File: src/rtl/gpio_bank_regs.sv
module gpio_bank_regs #(
  parameter int NUM_BANKS = 20,
  parameter int ADDR_W    = 12,
  parameter int HOLE_LO   = 'h90,
  parameter int HOLE_HI   = 'h9F
) (
  input  logic                   clk,
  input  logic                   rst_n,
  input  logic                   bus_sel,
  input  logic                   bus_wr,
  input  logic [ADDR_W-1:0]      bus_addr,
  input  logic [31:0]            bus_wdata,
  input  logic [7:0]             bus_wmask,
  output logic [31:0]            bus_rdata,
  input  logic [NUM_BANKS*8-1:0] pad_in,
  output logic [NUM_BANKS*8-1:0] pad_out,
  output logic [NUM_BANKS*8-1:0] pad_oe
);
  localparam int LINES     = 8;
  localparam int NL        = NUM_BANKS * LINES;
  localparam int HOLE_SPAN = HOLE_HI - HOLE_LO + 1;
  localparam int LAST_RAW  = NUM_BANKS * 8;
  localparam int LAST_BASE = (LAST_RAW >= HOLE_LO) ? LAST_RAW + HOLE_SPAN : LAST_RAW;
  localparam int LAST_ADDR = LAST_BASE + 4;

  logic [NUM_BANKS-1:0]       hit_val, hit_mode;
  logic [NUM_BANKS*LINES-1:0] rd_flat;
  logic                       wr_en, rd_en;
  logic [7:0]                 rd_byte;

  assign wr_en = bus_sel &  bus_wr;
  assign rd_en = bus_sel & ~bus_wr;

  for (genvar b = 0; b < NUM_BANKS; b++) begin : g_bank
    localparam int RAW  = (b + 1) * 8;
    localparam int BASE = (RAW >= HOLE_LO) ? RAW + HOLE_SPAN : RAW;
    localparam logic [ADDR_W-1:0] A_VAL  = ADDR_W'(BASE);
    localparam logic [ADDR_W-1:0] A_MODE = ADDR_W'(BASE + 4);

    logic [7:0] val_q, mode_q, in_b;

    assign hit_val[b]  = (bus_addr == A_VAL);
    assign hit_mode[b] = (bus_addr == A_MODE);
    assign in_b        = pad_in[b*LINES +: LINES];

    always_ff @(posedge clk or negedge rst_n) begin
      if (!rst_n) begin
        val_q  <= '0;
        mode_q <= '1;
      end else if (wr_en) begin
        if (hit_val[b])  val_q  <= (val_q  & ~bus_wmask) | (bus_wdata[7:0] & bus_wmask);
        if (hit_mode[b]) mode_q <= (mode_q & ~bus_wmask) | (bus_wdata[7:0] & bus_wmask);
      end
    end

    assign pad_out[b*LINES +: LINES] = val_q;
    assign pad_oe[b*LINES +: LINES]  = ~mode_q;
    assign rd_flat[b*LINES +: LINES] =
        hit_val[b]  ? ((in_b & mode_q) | (val_q & ~mode_q)) :
        hit_mode[b] ? mode_q : 8'h00;
  end

  always_comb begin
    rd_byte = '0;
    for (int b = 0; b < NUM_BANKS; b++) rd_byte |= rd_flat[b*LINES +: LINES];
  end

  assign bus_rdata = rd_en ? {24'h0, rd_byte} : 32'h0;

  logic rst_d;
  always_ff @(posedge clk or negedge rst_n)
    if (!rst_n) rst_d <= 1'b1;
    else        rst_d <= 1'b0;

  logic in_hole, past_end;
  assign in_hole  = (int'(bus_addr) >= HOLE_LO) && (int'(bus_addr) <= HOLE_HI);
  assign past_end = int'(bus_addr) > LAST_ADDR;

  AST_RESET_STATE: assert property (@(posedge clk) disable iff (!rst_n)
    rst_d |-> (pad_oe == '0 && pad_out == '0));
  AST_ONE_DECODE: assert property (@(posedge clk) disable iff (!rst_n)
    $onehot0({hit_val, hit_mode}));
  AST_HOLE_READ_ZERO: assert property (@(posedge clk) disable iff (!rst_n)
    (rd_en && in_hole) |-> bus_rdata == 32'h0);
  AST_HOLE_WRITE_IGNORED: assert property (@(posedge clk) disable iff (!rst_n)
    (wr_en && in_hole) |=> ($stable(pad_out) && $stable(pad_oe)));
  AST_PAST_END_ZERO: assert property (@(posedge clk) disable iff (!rst_n)
    (rd_en && past_end) |-> bus_rdata == 32'h0);
  AST_IDLE_STABLE: assert property (@(posedge clk) disable iff (!rst_n)
    !wr_en |=> ($stable(pad_out) && $stable(pad_oe)));
  AST_ZERO_MASK: assert property (@(posedge clk) disable iff (!rst_n)
    (wr_en && bus_wmask == 8'h00) |=> ($stable(pad_out) && $stable(pad_oe)));
  AST_IDLE_RDATA: assert property (@(posedge clk) disable iff (!rst_n)
    !rd_en |-> bus_rdata == 32'h0);
  AST_UPPER_ZERO: assert property (@(posedge clk) disable iff (!rst_n)
    bus_rdata[31:8] == 24'h0);
endmodule

File: config.mk
export PLATFORM = sky130hd
export DESIGN_NAME = gpio_bank_regs
export DESIGN_NICKNAME = d
export VERILOG_FILES = /design/src/rtl/gpio_bank_regs.sv
export SDC_FILE = /design/constraint.sdc
export NUM_CORES = 1
export LEC_CHECK = 0
export BUFFER_PORTS_ARGS = -buffer_cell sky130_fd_sc_hd__buf_2
export CELL_PAD_IN_SITES_DETAIL_PLACEMENT = 1
export CELL_PAD_IN_SITES_GLOBAL_PLACEMENT = 2
export CORE_UTILIZATION = 34
export CTS_CLUSTER_SIZE = 28
export DETAILED_ROUTE_END_ITERATION = 10
export HOLD_SLACK_MARGIN = 0.08
export PLACE_DENSITY = 0.95
export SLEW_MARGIN = 0
export SYNTH_ARGS = -nofsm -noshare
export SYNTH_HDL_FRONTEND = slang
export SYNTH_SLANG_ARGS = --single-unit
File: constraint.sdc
create_clock -name clk -period 4.9 [get_ports clk]
set_clock_uncertainty 0.15 [all_clocks]
set_input_delay 0.735 -clock clk [delete_from_list [all_inputs] [get_ports clk]]
set_output_delay 0.735 -clock clk [all_outputs]
set_load 0.03 [all_outputs]
==> results of run 1 <==
[final timing paths]
kind / start / end / slack (ns)
worst min-delay path: rst_n / asynchronous set/reset pin / 0.04
worst max register to register: register / register / 3.81
max in group asynchronous: rst_n / asynchronous set/reset pin / 3.37
worst max-delay path: bus_addr[7] / bus_rdata[0] / 0.42
worst min register to register: register / register / 0.38
min in group clk: register / register / 0.38
[layout by cell type, fill, tap and decap left out, types with 8 or more instances in the layout]
| master | synthesis | routed |
|---|---|---|
| dfstp_2 | 160 | 160 |
| buf_4 | 25 | 120 |
| nor2_1 | 47 | 46 |
| buf_2 | 9 | 518 |
| a221oi_1 | 10 | 10 |
| a31oi_1 | 8 | 8 |
| clkbuf_1 | 63 | 8 |
| nor3_1 | 21 | 21 |
| a22oi_1 | 25 | 25 |
| a21oi_1 | 26 | 26 |
| clkbuf_16 | 0 | 41 |
| conb_1 | 1 | 24 |
| mux2_2 | 323 | 323 |
| nor2b_1 | 9 | 9 |
| mux2i_1 | 152 | 152 |
| nand3_1 | 11 | 11 |
| dfrtp_1 | 160 | 160 |
| nand2_1 | 357 | 357 |
| nor2_2 | 15 | 16 |
| clkbuf_8 | 0 | 12 |
| nor4_1 | 9 | 9 |
| o21ai_0 | 27 | 27 |
| inv_1 | 163 | 163 |
| o22ai_1 | 74 | 74 |
[metal layers]
| metal | GRT usage (%) | vias to the layer above | wire [microns] |
|---|---|---|---|
| li1 | - | 7484 | - |
| met1 | 47.8 | 9278 | 42000 |
| met2 | 56.2 | 979 | 45700 |
| met3 | 8.57 | 211 | 8920 |
| met4 | 13.5 | 2 | 4280 |
| met5 | 0 | - | 13 |
[through the flow]
stage,utilization (%),power (mW),std cells
floorplan,-,2.88,1863
global placement,41.8,3.13,3065
detailed placement,41.8,3.14,3065
CTS,44.3,6.29,3136
global route,44.4,6.41,3140
finish,44.4,6.27,3142
[worst max-delay path: stages]
cell	delay, ns
buf_2	0.39
or4b_2	1.05
o22ai_1	0.30
mux2_2	0.18
nand3_1	0.07
o221a_2	0.15
a41oi_1	0.30
buf_4	0.20
buf_2	0.20
[where the power goes]
group,switching [mW],internal (mW)
combinational,0.334,0.108
sequential,0.00459,2.65
clock,1.25,1.92
[logic make-up after synthesis]
family / share of synthesized area, %
AO/OA/AOI/OAI: 8.08
buffers and inverters: 6.70
multiplexers: 28.3
AND/OR/NAND/NOR: 12.4
other: 0.0203
flip-flops: 44.4
[layout make-up]
type	count	area share [%]
clock buffers	61	5.13
well taps	696	3.65
inverters	163	2.57
clock inverters	10	0.630
repair buffers	645	15.2
diodes	6	0.0630
flip-flops and latches	320	34.4
multi-input cells	1241	38.3
==> metrics.txt, run 1 <==
area used by multi-input combinational logic=around 0.0091 sq mm; wire length of the first global-routing pass=141 mm; area share of the largest cell type after synthesis=22.8%; Iteration-0 DRC Markers=1579; share of final-layout standard cells stronger than drive strength 1=50.3%; Register Area=0.00821 sq mm; top flip-flop cell by instance count after synthesis=dfstp_2; synthesis-to-layout area growth=28.9%; Synth top cells by count=nand2_1, mux2_2, inv_1; initial core utilization=roughly a third; die area=0.0553 sq mm; source-to-sink clock delay at the later pin of the worst-skew pair=0.57 ns; Ys Warns=0; cell area after placement=0.0224 sq mm; worst hold-check slack=approximately 0.042 ns; number of H-tree branching levels=2; crit share post-route=91.4%; leakage power=10.0 nW; setup repair bufs after CTS=0; Crit Path Max Fanout=18; post-synthesis cell area=roughly 0.018 sq mm; WL final=101 mm; Fmax=223 MHz; NumNets Final=2627; count of fill cells added during filler insertion=6224; portion of the post-synthesis area used by sequential elements=44.4%; cell depth of the worst flop-to-flop path=1; clock edge transition at the registers on the reported setup and hold paths=0.06 ns; peak supply drop=~0.00019 V; final hold viol count=0; top area cells in the synthesized netlist=dfstp_2, dfrtp_1, mux2_2; number of endpoints failing setup at the final stage=0; worst endpoint data arrival time=3.60 ns; number of pins with negative max-slew slack in the final report=0; overall die width=235 microns; post-route minimum period=around 4.5 ns; endpoint class of the critical path=output pin; most common cell in the netlist=nand2_1; synthesized netlist cell count=about 1800; number of flops mapped to enable cells by yosys=0; largest area contributor in the netlist=dfstp_2; hold buffer count at cts=0; largest net degree at the start of global routing=100; worst min-delay path class=in -> async; number of top-level pins=568; pwr dens=263 mW/mm^2; Congestion Overflow GR=0; type of element launching the critical path=input port; DP Worst Slack=between 0.4 and 0.5 ns; gpl congestion=0.991; Final Instance Area=~0.024 sq mm; number of synthesized register bits=320; Placeable Area=0.0537 sq mm; overall routing resource usage=35.8%; count of distinct cell types in the synthesized netlist=68; unrepaired setup endpoints after global routing=no; CTS sink cnt=320; antenna-violating nets left=0; detail-routed net length per standard cell=32.1 microns; violated checks=DRC; number of antenna violations at the first check in global routing=4; number of instances resized during post-cts repair=0; root buffer cell=clkbuf_16; vertical extent of the die=235 microns; CTS tree=done; half-perimeter wire length after detailed placement=76.6 mm; DRC violation count after routing=4; I/O Buffers=519; CP Data Required Time=4.01 ns; Maximum Capacitance Violations=0; average instance area after synthesis=roughly 10 sq um; total negative slack=0 ns; crit path kind=in -> out; # rows=85; number of buffers created by CTS=40; transition at the pin with the smallest max-transition slack=between 1 and 1.5 ns; worst setup slack after layout=0.419 ns; status=finished with violations; number of vias per cell=5.71; first drt pass iteration count=11; fraction of registers with async set/reset=100%; vias after detailed routing=~18000; slew margin rel.=around a third; maximum count of clock buffers along a single path=3; number of global-route vias before repair=18296
No activity file was read; power rests on OpenSTA's default activity.
==> run 2, diff against run 1 <==
--- a/config.mk
+++ b/config.mk
@@ -8,11 +8,12 @@
 export BUFFER_PORTS_ARGS = -buffer_cell sky130_fd_sc_hd__buf_2
 export CELL_PAD_IN_SITES_DETAIL_PLACEMENT = 1
 export CELL_PAD_IN_SITES_GLOBAL_PLACEMENT = 2
-export CORE_UTILIZATION = 34
+export CORE_UTILIZATION = 29
 export CTS_CLUSTER_SIZE = 28
 export DETAILED_ROUTE_END_ITERATION = 10
 export HOLD_SLACK_MARGIN = 0.08
-export PLACE_DENSITY = 0.95
+export PLACE_DENSITY = 0.9
+export REMOVE_ABC_BUFFERS = 1
 export SLEW_MARGIN = 0
 export SYNTH_ARGS = -nofsm -noshare
 export SYNTH_HDL_FRONTEND = slang
==> constraint.sdc (replaced) <==
create_clock -name clk -period 4.1 [get_ports clk]
set_clock_uncertainty 0.15 [all_clocks]
set_input_delay 0.615 -clock clk [delete_from_list [all_inputs] [get_ports clk]]
set_output_delay 0.615 -clock clk [all_outputs]
set_load 0.03 [all_outputs]
==> run 2 against run 1 <==
The flow now finishes without violations. Sequential power rose by 20%. Non-clock buffer count fell by 4. Total power rose by 16%. Critical path depth did not move. Critical path type unchanged. Highest routed layer unchanged.
==> metrics.txt, run 2 (same netlist as run 1, synthesis figures left out) <==
slew margin rel.=30.9%; met3 demand-to-capacity share in global routing=5.82%; DRC violation count after routing=0; status=finished clean; maximum count of clock buffers along a single path=3; Maximum Capacitance Violations=0; post-route minimum period=4.05 ns; count of fill cells added during filler insertion=roughly 7300; worst endpoint data arrival time=3.28 ns; Fmax=247 MHz; first drt pass iteration count=5; half-perimeter wire length after detailed placement=73.4 mm; number of buffers created by CTS=41; number of H-tree branching levels=2; crit share post-route=98.7%; met2 track demand over resource in global routing=48.7%; number of antenna violations at the first check in global routing=5; Register Area=0.00821 sq mm; clock edge transition at the registers on the reported setup and hold paths=roughly 0.060 ns; number of global-route vias before repair=18269; leakage power=between 9 and 10 nW; Overall Power=slightly above 7 mW; cell count of the worst hold path=1; area used by multi-input combinational logic=0.00916 sq mm; # rows=92; number of pins with negative max-slew slack in the final report=0; WL final=97.6 mm; worst setup slack after layout=0.0547 ns; source-to-sink clock delay at the later pin of the worst-skew pair=0.56 ns; highest-count cells in the layout ignoring fill and taps=buf_2, nand2_1, mux2_2, inv_1; crit path kind=in -> out; most common cell after layout, fill and taps aside=buf_2; pwr dens=approximately 300 mW/mm^2; peak supply drop=0.000214 V; CTS tree=done; CP Data Required Time=3.34 ns; DP Worst Slack=0.0962 ns; transition at the pin with the smallest max-transition slack=1.04 ns; number of top-level pins=568; number of vias per cell=around 5.4; root buffer cell=clkbuf_16; overall die width=254 microns; fraction of met1 tracks used by global routing=37.7%; detail-routed net length per standard cell=29.7 microns; final hold viol count=0; Iteration-0 DRC Markers=1475; global route hottest layer=met2; initial core utilization=29.3%; antenna-violating nets left=0; I/O Buffers=519; die area=0.0647 sq mm; vias after detailed routing=roughly 18000; NumNets Final=2624; overall routing resource usage=29.6%; Congestion Overflow GR=0; gpl congestion=0.919; worst setup path startpoint=bus_addr[6]; wire length of the first global-routing pass=135 mm; largest net degree at the start of global routing=~110; cell depth of the worst flop-to-flop path=1; number of endpoints failing setup at the final stage=0; vertical extent of the die=254 microns; CTS sink cnt=320; Final Instance Area=0.0239 sq mm; worst min-delay path class=reg -> reg; total negative slack=0 ns; unrepaired setup endpoints after global routing=no; cell area after placement=0.0226 sq mm; type of element launching the critical path=input port; synthesis-to-layout area growth=29.6%; share of final-layout standard cells stronger than drive strength 1=50.5%; endpoint class of the critical path=output pin; Crit Path Max Fanout=14; Placeable Area=0.0630 sq mm
[run 2: cell types whose count changed in the layout (fill, tap and decap cells not counted), moves of 3 or more]
cell,delta
buf_4,-6
bufinv_16,-3
clkinv_2,+5
diode_2,-4
[run 2: where the power goes]
group | total (mW) | internal (mW) | switching, mW
clock | 3.56 | 2.07 | 1.48
combinational | 0.542 | 0.138 | 0.404
sequential | 3.18 | 3.17 | 0.00530
[run 2: stage by stage]
stage | utilization, % | hold slack, ns | std cells
global placement | 35.9 | 0.350 | 3207
floorplan | - | 0.169 | 1724
global route | 38.0 | 0.397 | 3283
finish | 38.0 | 0.382 | 3285
detailed placement | 35.9 | 0.368 | 3207
CTS | 38.0 | 0.381 | 3280
[run 2: worst paths after layout]
kind / to / slack, ns
min in group asynchronous: asynchronous set/reset pin / 0.53
min: register / 0.38
max reg2reg: register / 3.01
min reg2reg: register / 0.38
max in group asynchronous: asynchronous set/reset pin / 2.22
max: bus_rdata[5] / 0.05
[run 2: final cells by class]
| class | count | share of cell area, % |
|---|---|---|
| inverter | 163 | 2.55 |
| sequential | 320 | 34.3 |
| clock buffer | 57 | 4.95 |
| tap | 846 | 4.42 |
| clock inverter | 15 | 0.439 |
| timing repair buffer | 641 | 15.1 |
| multi-input combinational | 1241 | 38.2 |
| antenna | 2 | 0.0209 |
[run 2: per-layer routing]
| layer | up-vias | part of all wire, % |
|---|---|---|
| met2 | 833 | 48 |
| met4 | 8 | 4.4 |
| met5 | - | 0.055 |
| li1 | 7473 | - |
| met3 | 194 | 7.6 |
| met1 | 9148 | 40 |
[run 2: critical path, cell delays in order]
cell and delay (ns):
buf_2 0.24, or4b_2 0.71, buf_4 0.27, o22ai_1 0.42, a21oi_1 0.07, a21oi_1 0.23
a21oi_1 0.07, a41oi_1 0.34, buf_2 0.27
[run 2: repair_timing]
item | in CTS | in global routing
hold buffers | 1 | 0
setup endpoints to repair | 0 | 5
gates resized for setup | 0 | 4
setup buffers | 0 | 3
hold endpoints to repair | 31 | 0
==> run 3, diff against run 2 <==
--- a/config.mk
+++ b/config.mk
@@ -5,14 +5,15 @@
 export SDC_FILE = /design/constraint.sdc
 export NUM_CORES = 1
 export LEC_CHECK = 0
+export ABC_AREA = 1
 export BUFFER_PORTS_ARGS = -buffer_cell sky130_fd_sc_hd__buf_2
 export CELL_PAD_IN_SITES_DETAIL_PLACEMENT = 1
 export CELL_PAD_IN_SITES_GLOBAL_PLACEMENT = 2
-export CORE_UTILIZATION = 29
+export CORE_UTILIZATION = 25
 export CTS_CLUSTER_SIZE = 28
 export DETAILED_ROUTE_END_ITERATION = 10
 export HOLD_SLACK_MARGIN = 0.08
-export PLACE_DENSITY = 0.9
+export PLACE_DENSITY = 0.88
 export REMOVE_ABC_BUFFERS = 1
 export SLEW_MARGIN = 0
 export SYNTH_ARGS = -nofsm -noshare
==> run 3 against run 2 <==
Total power is 1.0% higher. Critical path type unchanged. Cell area is 3.1% higher. Register-to-register slack better by 0.03 ns. Sequential share of layout area is 1.0 points lower. Count of clock-buffer cells in the layout is 11 higher.
==> metrics.txt, run 3 <==
top area cells in the synthesized netlist=nand2_1, dfstp_2, dfrtp_1; number of flops mapped to enable cells by yosys=0; antenna-violating nets left=0; Maximum Capacitance Violations=0; die area=0.0789 sq mm; detail-routed net length per standard cell=26.4 microns; CTS sink cnt=320; worst min-delay path class=in -> reg; startpoint of the worst hold path=bus_wdata[3]; unrepaired setup endpoints after global routing=no; number of H-tree branching levels=2; crit path kind=in -> out; Iteration-0 DRC Markers=about 1600; source-to-sink clock delay at the later pin of the worst-skew pair=around 0.57 ns; Worst path top cell family by delay=simple AND/OR/NAND/NOR gates; endpoint class of the critical path=output pin; worst setup slack after layout=between 0.1 and 0.15 ns; CP max-delay cell=nor2_2; number of cells on the critical path=16; status=finished clean; area share of the largest cell type after synthesis=25.1%; number of global-route vias before repair=21779; largest net degree at the start of global routing=81; synthesis-to-layout area growth=27.0%; I/O Buffers=519; Fmax=about 250 MHz; WL final=between 100 and 150 mm; CP Data Required Time=approximately 3.3 ns; number of synthesized register bits=320; clock edge transition at the registers on the reported setup and hold paths=0.06 ns; portion of the post-synthesis area used by sequential elements=42.2%; share of final-layout standard cells stronger than drive strength 1=26.6%; pwr dens=298 mW/mm^2; overall routing resource usage=29.1%; count of distinct cell types in the synthesized netlist=30; peak supply drop=0.000223 V; synthesized netlist cell count=2800; number of endpoints failing setup at the final stage=0; gpl congestion=about 0.95; most frequent cell on the critical path=nand2_1; average instance area after synthesis=6.94 sq um; highest-count cells in the layout ignoring fill and taps=nand2_1, buf_2, o21ai_1, inv_1, nor2_1; type of element launching the critical path=input port; post-synthesis cell area=0.0194 sq mm; crit share post-route=97.1%; cell depth of the worst flop-to-flop path=2; sum of buffers and inverters on the critical path=5; number of buffers created by CTS=41; fraction of registers with async set/reset=100%; vias after detailed routing=about 22000; CTS tree=done; number of antenna violations at the first check in global routing=9; Setup crit end=bus_rdata[4]; Placeable Area=between 0.07 and 0.08 sq mm; list of cells traversed by the critical path=buf_2 > inv_1 > nand2_1 > nor2_1 > nand2_1 > nor2_2 > nand2_1 > nand2_1 > nor2_1 > nand2_1 > nor2_1 > buf_4 > nand3_1 > nand2_1 > inv_1 > buf_2; Congestion Overflow GR=0; Ys Warns=0; NumNets Final=between 3000 and 4000; slew margin rel.=18.9%; half-perimeter wire length after detailed placement=90.1 mm; vertical extent of the die=281 microns; transition at the pin with the smallest max-transition slack=1.22 ns; top flip-flop cell by instance count after synthesis=dfstp_2; count of fill cells added during filler insertion=9720; number of instances resized during post-cts repair=0; worst hold-check slack=about 0.15 ns; worst endpoint data arrival time=about 3.2 ns; root buffer cell=clkbuf_16; setup repair bufs after CTS=0; register-to-register path setup slack=3.04 ns; DRC violation count after routing=0; final hold viol count=0; overall die width=281 microns; number of pins with negative max-slew slack in the final report=0; first drt pass iteration count=5; number of top-level pins=568; Synth top cells by count=nand2_1, o21ai_1, inv_1; Overall Power=7.35 mW; leakage power=between 10 and 15 nW; most common cell after layout, fill and taps aside=nand2_1; Util after Layout=32.3%; Slowest Stage Delay on Critical Path=between 0.4 and 0.5 ns; most common cell in the netlist=nand2_1; DP Worst Slack=0.204 ns; wire length of the first global-routing pass=162 mm; worst setup path startpoint=bus_addr[0]; number of vias per cell=4.96; post-route minimum period=around 4.0 ns; largest area contributor in the netlist=nand2_1; Crit Path Max Fanout=6; initial core utilization=about a quarter; maximum count of clock buffers along a single path=3; # rows=101
## run 3: cell types whose count changed in the layout (fill, tap and decap cells not counted), moves of 20 or more
cell and change:
nand2_1 +941, mux2_2 -323, o21ai_1 +228, nor2_1 +165, mux2i_1 -119, nand3_1 +102, o21ai_0 +93, o22ai_1 -69
inv_1 +55, buf_4 -50, nor4_4 +38, a22oi_1 -25, nor3_1 -20
## run 3: layout make-up
cell class | instances | area [sq um] | share of cell area [%]
antenna | 4 | 10.0 | 0.0405
clock buffer | 68 | 1210 | 4.89
clock inverter | 7 | 72.6 | 0.294
inverter | 233 | 875 | 3.54
multi-input combinational | 2144 | 9780 | 39.6
sequential | 320 | 8210 | 33.2
tap | 1030 | 1290 | 5.22
timing repair buffer | 592 | 3260 | 13.2
## run 3: worst min-delay path by stage
stage / end / slack [ns] / depth (start not counted)
global placement: register / 0.31 / 2
CTS: register / 0.13 / 3
detailed placement: register / 0.31 / 2
global route: register / 0.16 / 3
floorplan: asynchronous set/reset pin / 0.17 / 0
finish: register / 0.15 / 3
## run 3: logic make-up (layout without fill, tap and decap cells)
group / Yosys count / count (layout) / share of synthesized area (%)
mux: 33 / 33 / 1.70
flops: 320 / 320 / 42.2
buf+inv: 359 / 900 / 8.01
simple gates: 1713 / 1713 / 38.4
compound gates: 374 / 374 / 9.70
other cells: 1 / 28 / 0.0193
## run 3: power breakdown
| part | internal, mW | switching [mW] | total [mW] |
|---|---|---|---|
| clock network | 2.07 | 1.52 | 3.59 |
| registers | 3.17 | 0.00487 | 3.18 |
| logic | 0.119 | 0.460 | 0.579 |
| total | 5.37 | 1.98 | 7.35 |
## run 3: tightest hold or removal path, cell delays in order
cell     delay (ns)
buf_2          0.11
nor2_1         0.10
a21oi_1        0.05
## run 3: through the flow
stage	instances	TNS [ns]	area, sq um
global route	4397	0	24700
global placement	4318	0	23400
detailed placement	4318	0	23400
CTS	4394	0	24700
finish	4398	0	24700
floorplan	2697	-34.30	18800
## run 3: layer usage
| layer | wire length, microns | share of wire (%) | global-route usage (%) |
|---|---|---|---|
| met1 | 49300 | 43 | 37.7 |
| met3 | 7290 | 6.3 | 4.78 |
| met5 | 65 | 0.056 | 0 |
| met4 | 4760 | 4.1 | 11.3 |
| met2 | 54500 | 47 | 48.1 |
## run 3: repair_timing
action                                  4_1_cts  5_1_grt
hold buffers                                  1        0
endpoints found under the setup margin        0        0
hold endpoints to repair                     32        0
